<file path="config.mk">
export PLATFORM = sky130hd
export DESIGN_NAME = mod2d_stepper
export DESIGN_NICKNAME = d
export VERILOG_FILES = /design/src/rtl/mod2d_stepper.sv
export SDC_FILE = /design/constraint.sdc
export NUM_CORES = 1
export LEC_CHECK = 0
export BUFFER_PORTS_ARGS = -buffer_cell sky130_fd_sc_hd__buf_2
export CAP_MARGIN = 0
export CORE_MARGIN = 2
export CORE_UTILIZATION = 50
export DETAILED_ROUTE_END_ITERATION = 10
export PLACE_DENSITY = 0.78
export SLEW_MARGIN = 20
export SYNTH_ARGS = -nofsm -noshare
export SYNTH_HDL_FRONTEND = slang
export SYNTH_SLANG_ARGS = --single-unit
</file>
<file path="constraint.sdc">
create_clock -name clk -period 1.95 [get_ports clk]
set_input_delay 0.0975 -clock clk [delete_from_list [all_inputs] [get_ports clk]]
set_output_delay 0.0975 -clock clk [all_outputs]
set_load 0.02 [all_outputs]
</file>
<file path="src/rtl/mod2d_stepper.sv">
module mod2d_stepper #(
  parameter int LIM_W  = 8,
  parameter int MOD_W  = 16,
  parameter int FRAC_W = 8,
  localparam int CNT_W = LIM_W + 1,
  localparam int AMT_W = MOD_W + FRAC_W
) (
  input  logic             clk,
  input  logic             rst_n,
  input  logic             start,
  input  logic             step,
  input  logic             mod_global_en,
  input  logic             src_mod_req,
  input  logic             dst_mod_req,
  input  logic [LIM_W-1:0] col_limit,
  input  logic [LIM_W-1:0] row_limit,
  input  logic [MOD_W-1:0] mod_value,
  output logic             busy,
  output logic             done,
  output logic             src_add_en,
  output logic             dst_add_en,
  output logic [AMT_W-1:0] add_amount,
  output logic [CNT_W-1:0] col_count,
  output logic [CNT_W-1:0] row_count
);

  localparam logic [CNT_W-1:0] FULL = CNT_W'(1) << LIM_W;

  logic [CNT_W-1:0] col_lim_q, row_lim_q;
  logic [MOD_W-1:0] mod_q;
  logic             src_mod_q, dst_mod_q;

  wire [CNT_W-1:0] col_lim_d = (col_limit == '0) ? FULL : CNT_W'(col_limit);
  wire [CNT_W-1:0] row_lim_d = (row_limit == '0) ? FULL : CNT_W'(row_limit);
  wire col_end = (col_count == col_lim_q);
  wire row_end = (row_count == row_lim_q);
  wire adv     = busy && step && !start;

  assign add_amount = {mod_q, FRAC_W'(0)};

  always_ff @(posedge clk) begin
    if (!rst_n) begin
      busy       <= 1'b0;
      done       <= 1'b0;
      src_add_en <= 1'b0;
      dst_add_en <= 1'b0;
      col_count  <= '0;
      row_count  <= '0;
      col_lim_q  <= '0;
      row_lim_q  <= '0;
      mod_q      <= '0;
      src_mod_q  <= 1'b0;
      dst_mod_q  <= 1'b0;
    end else begin
      done       <= 1'b0;
      src_add_en <= 1'b0;
      dst_add_en <= 1'b0;
      if (start) begin
        col_lim_q <= col_lim_d;
        row_lim_q <= row_lim_d;
        mod_q     <= mod_value;
        src_mod_q <= src_mod_req && mod_global_en;
        dst_mod_q <= dst_mod_req && mod_global_en;
        col_count <= '0;
        row_count <= '0;
        busy      <= 1'b1;
      end else if (adv) begin
        if (col_end && row_end) begin
          busy <= 1'b0;
          done <= 1'b1;
        end else if (col_end) begin
          col_count  <= '0;
          row_count  <= row_count + 1'b1;
          src_add_en <= src_mod_q;
          dst_add_en <= dst_mod_q;
        end else begin
          col_count <= col_count + 1'b1;
        end
      end
    end
  end


  done_single_chk: assert property (@(posedge clk) disable iff (!rst_n)
    done |=> !done);


  done_idle_chk: assert property (@(posedge clk) disable iff (!rst_n)
    done |-> !busy);


  add_at_row_chk: assert property (@(posedge clk) disable iff (!rst_n)
    (src_add_en || dst_add_en) |-> (col_count == '0 && row_count != '0));


  idle_hold_chk: assert property (@(posedge clk) disable iff (!rst_n)
    (!busy && !start) |=> ($stable(col_count) && $stable(row_count) && !src_add_en && !dst_add_en));


  col_step_chk: assert property (@(posedge clk) disable iff (!rst_n)
    (adv && !col_end) |=> (col_count == $past(col_count) + 1'b1 && !src_add_en && !dst_add_en));


  veto_chk: assert property (@(posedge clk) disable iff (!rst_n)
    (start && !mod_global_en) |=> (!src_mod_q && !dst_mod_q));


  start_clear_chk: assert property (@(posedge clk) disable iff (!rst_n)
    start |=> (busy && col_count == '0 && row_count == '0));

endmodule

</file>
# After elaboration in Yosys (flattened, before gate mapping)
# Index checks and enable logic that the tools add are counted.
# classes
addsub	2
bitwise	4
n_reduce_logical	16
eq_ne	2
n_mul	0
n_mux	7
shift	0
n_lt_le_gt_ge	0
div	0
# op_table
operator	count
$mux W9	3
$add A9 B1 Y9 const B	2
$eq A9 B9 Y1	2
$logic_not A8 Y1	2
$logic_and A1 B1 Y1	5
$reduce_or A5 Y1	1
$mux W1	4
$not A1 Y1	4
$reduce_and A2 Y1	2
$reduce_bool A2 Y1	2
$reduce_and A3 Y1	1
$reduce_or A3 Y1	1
$reduce_or A2 Y1	1
$logic_not A1 Y1	1
# totals
register_bits	58
input_bits	39
mem_count	0
mem_bits_ro	0
ram_bits	0
latch_bits	0

# Longest topological paths before layout
# depth
depth_word	5
ltp_mapped	8

# Least setup slack after synthesis
# No wires, ideal clock.
# synth_path
path_kind	reg-to-reg
from	register col_count[4]
to	register row_count[4]
setup_time_ns	0.071
stages_incl_launch_ff	8
arrival_time_ns	1.804
period_less_slack_ns	1.875
path_slack_ns	0.075
path_cell_list	dfxtp_1 > xor2_1 > nor4_2 > and3_1 > buf_6 > nand3_4 > or3_1 > a21oi_1
# synth_between
elab_chain_len	4
# synth_lines
element	line	source
from (decl)	23	output logic [CNT_W-1:0] col_count,
from (signal assigned)	77	col_count <= col_count + 1'b1;
$eq A9 B9 Y1 *	35	wire col_end = (col_count == col_lim_q);
$logic_and A1 B1 Y1	68	if (col_end && row_end) begin
$not A1 Y1 (no source line)	--	
$reduce_and A3 Y1 (no source line) *	--	
to (signal assigned)	73	row_count <= row_count + 1'b1;
to (decl)	24	output logic [CNT_W-1:0] row_count
# Every way passes the cells marked *; elsewhere a longest branch is shown, timed or not.
# A chain may end at the register's enable or synchronous reset.

# Worst setup path after layout
# layout_path
from	register col_lim_q[4]
to	register col_count[2]
# layout_between
elab_chain_len	4
elab_cells_between_ends	5
# layout_lines
element	line	source
from (decl)	29	logic [CNT_W-1:0] col_lim_q, row_lim_q;
from (signal assigned)	59	col_lim_q <= col_lim_d;
$eq A9 B9 Y1 *	35	
$logic_and A1 B1 Y1	68	
$not A1 Y1 (no source line)	--	
$reduce_and A2 Y1 (no source line)	--	
# Marks and branches as above.

==> metrics.yaml <==
clk_path_buf_depth: 2
synth_cell_type_count: 37
start_util: 0.522
crit_fanout: 6
fin_crit_sh: 0.922
fmax_mhz: 556
fill_cells: 445
cts_hold_buf: 0
r2r-end: "col_count[2]"
die_h_um: 77.5
placed_cell_area_um2: 3190
cts-htree-levels: 3
synth_top_cell_by_area: "dfxtp_1"
num_vias: 2242
postRouteWirelength_um: 5880
die-area_um2: 6000
fin_area_um2: 3340
drive_gt1_frac: 0.306
grt_pass1_wl_um: 9970
grt_pass1_vias: 2221
cp_data_arrival_time_ns: 2.07
grt_antenna_before_repair: 0
hold_class: "in -> reg"
setup_slack_ns: 0.153
setup_viol: 0
syn_area_per_cell_um2: 9.64
grt_use_met2: 0.334
maxCapViolations: 0
final_hold_viol_count: 0
viasPerCell: 5.07
status: "finished clean"
ys_ff_latch: 58
ir_drop_uv: 488
worstPathBufferInverterCount: 0
gp_congestion: 0.812
worstHoldPathCells: 3
synth.area.top_cells: "dfxtp_1 43%, mux2i_1 13%, nor2b_1 7.9%, xor2_1 6.5%, nand3_1 3.2%"
critPathSlowestCell: "nor4_2"
drc: 0
worstSetupEndpointType: "flip-flop"
synth.top_cell.area_share: 0.430
cpPeakStageDelay_ns: 0.34
slew_viol_final: 0
post-route-min-period_ns: 1.80
io-pin-count: 85
wl_per_cell_um: 13.3
drtIter0Drc: 64
cts_tree: "yes"
ys_seq_area_frac: 0.430
clk_pin_slew_ns: 0.06
die_x_um: 77.5
core-area_um2: 5170
cp_cell_sequence: "xor2_1, nor4_2, nand3_1, or2_4, a21oi_4, a221o_1"
grt-ovfl-total: 0
cp-start-kind: "flip-flop"
io_buffers: 76
cts-root-buf: "clkbuf_8"
syn_inst: 280
synth_area_um2: 2700
hpwl_um: 4440
grt_busiest_layer: "met2"
reg2regPathDepth: 6
grt_use_met1: 0.260
synth_most_common_cell: "dfxtp_1"
numClockSinks: 58
worstPathRequired_ns: 2.22
rows: 26
diodes: 0
place_inst: 427
ys.warnings.count: 0
ys_async_sr_fraction: 0
grt.total_usage: 0.210
numCtsBuffers: 9
path_delay_family: "simple AND/OR/NAND/NOR gates"
synth_ff_type: "dfxtp_1"
yosys-top-cells-count: "58 x dfxtp_1, 34 x mux2i_1, 34 x nor2b_1"
critical_path_class: "reg -> reg"
dr.pass1.iters: 4
synth-edff-count: 0
gr-usage-met3: 0.0442
powerDensity_nw_per_um2: 732
skew_ns: 0.00626
clock_latency_ns: 0.32
critical_path.reg2reg.startpoint: "col_lim_q[4]"
cellLeakagePower_nw: 1.64
hp-start: "mod_value[11]"
r2r_setup_slack_ns: 0.15
min_to: "mod_q[11]"
area_growth_pct: 23.9
instances_no_fill: 442
rsz0062_at_grt: "yes"
drtAntennaViolNets: 0
grt_max_degree: 30
fin_setup_tns_ns: 0
nets: 409
post-route-util: 0.647
post-place-ws_ns: 0.0469
kinds of logic (layout without fill, tap and decap cells):
logic type	after synthesis	in the layout	synth area share
muxes	34	34	0.126
AOI/OAI and AO/OA	22	22	0.0593
adders and majority gates	2	2	0.00927
buffers and inverters	24	109	0.0505
other	1	8	0.00139
xor gates and xnor gates	23	23	0.0746
DFF	58	58	0.430
and+or+nand+nor	116	116	0.248
placed cells by master (no fill, tap or decap), drive strengths merged, types with 3 or more instances in the layout:
master,count
clkinv,4
a21oi,5
a21boi,4
nor4,9
o21ai,4
and3,8
or3,3
mux2i,34
nor3,8
xor2,20
nand2,7
nand3,18
conb,8
nand2b,6
nor2,16
nor2b,34
nand4,4
dfxtp,58
xnor2,3
buf,93
clkbuf,11
cell type report:
type / count / area, µm² / share of cell area
clock buffer: 11 / 131 / 0.0393
clock inverter: 4 / 20.0 / 0.00599
inverter: 1 / 3.75 / 0.00112
multi-input combinational: 205 / 1430 / 0.428
sequential: 58 / 1160 / 0.347
tap: 70 / 87.6 / 0.0262
timing repair buffer: 93 / 508 / 0.152
flip-flops by register name, summed over array words and instances, names as in the netlist:
signal and cells:
busy 1, col_count 9, col_lim_q 9, done 1, dst_add_en 1, dst_mod_q 1, mod_q 16, row_count 9
row_lim_q 9, src_add_en 1, src_mod_q 1
worst register-to-register path, cell delays in order (launching register included):
cell	delay, ns
dfxtp_1	0.32
xor2_1	0.17
nor4_2	0.34
nand3_1	0.21
or2_4	0.32
a21oi_4	0.23
a221o_1	0.17
report_power, final:
group	internal, W	switching, W
clock network	0.000445	0.000439
registers	0.00123	0.0000269
logic	0.000137	0.000172
total	0.00181	0.000638
worst max path at each step:
stage / startpoint / end / slack (ns) / cells past startpoint
3_3_place_gp: col_lim_q[4] / row_count[7] / 0.12 / 6
2_1_floorplan: col_count[4] / row_count[4] / 0.08 / 7
4_1_cts: col_lim_q[4] / row_count[7] / 0.03 / 6
5_1_grt: col_lim_q[4] / col_count[5] / -0.02 / 6
3_5_place_dp: col_lim_q[7] / row_count[7] / 0.05 / 6
6_report: col_lim_q[4] / col_count[2] / 0.15 / 6
stage by stage:
step                      hold slack (ns)  total power, W
after floorplan                     0.267         0.00150
after global placement              0.351         0.00158
after detailed placement            0.366         0.00159
after CTS                          0.0231         0.00247
after global routing               0.0333         0.00256
final                              0.0334         0.00245
layer usage:
layer / vias to the layer above / wire [µm]
li1: 1128 / -
met1: 1016 / 2640
met2: 84 / 2720
met3: 14 / 376
met4: 0 / 141
met5: - / 0
repair_timing:
action,in CTS,in global routing
gates resized for setup,0,2
buffers inserted,0,0
setup endpoints to repair,0,11
No activity file was read; power rests on OpenSTA's default activity.
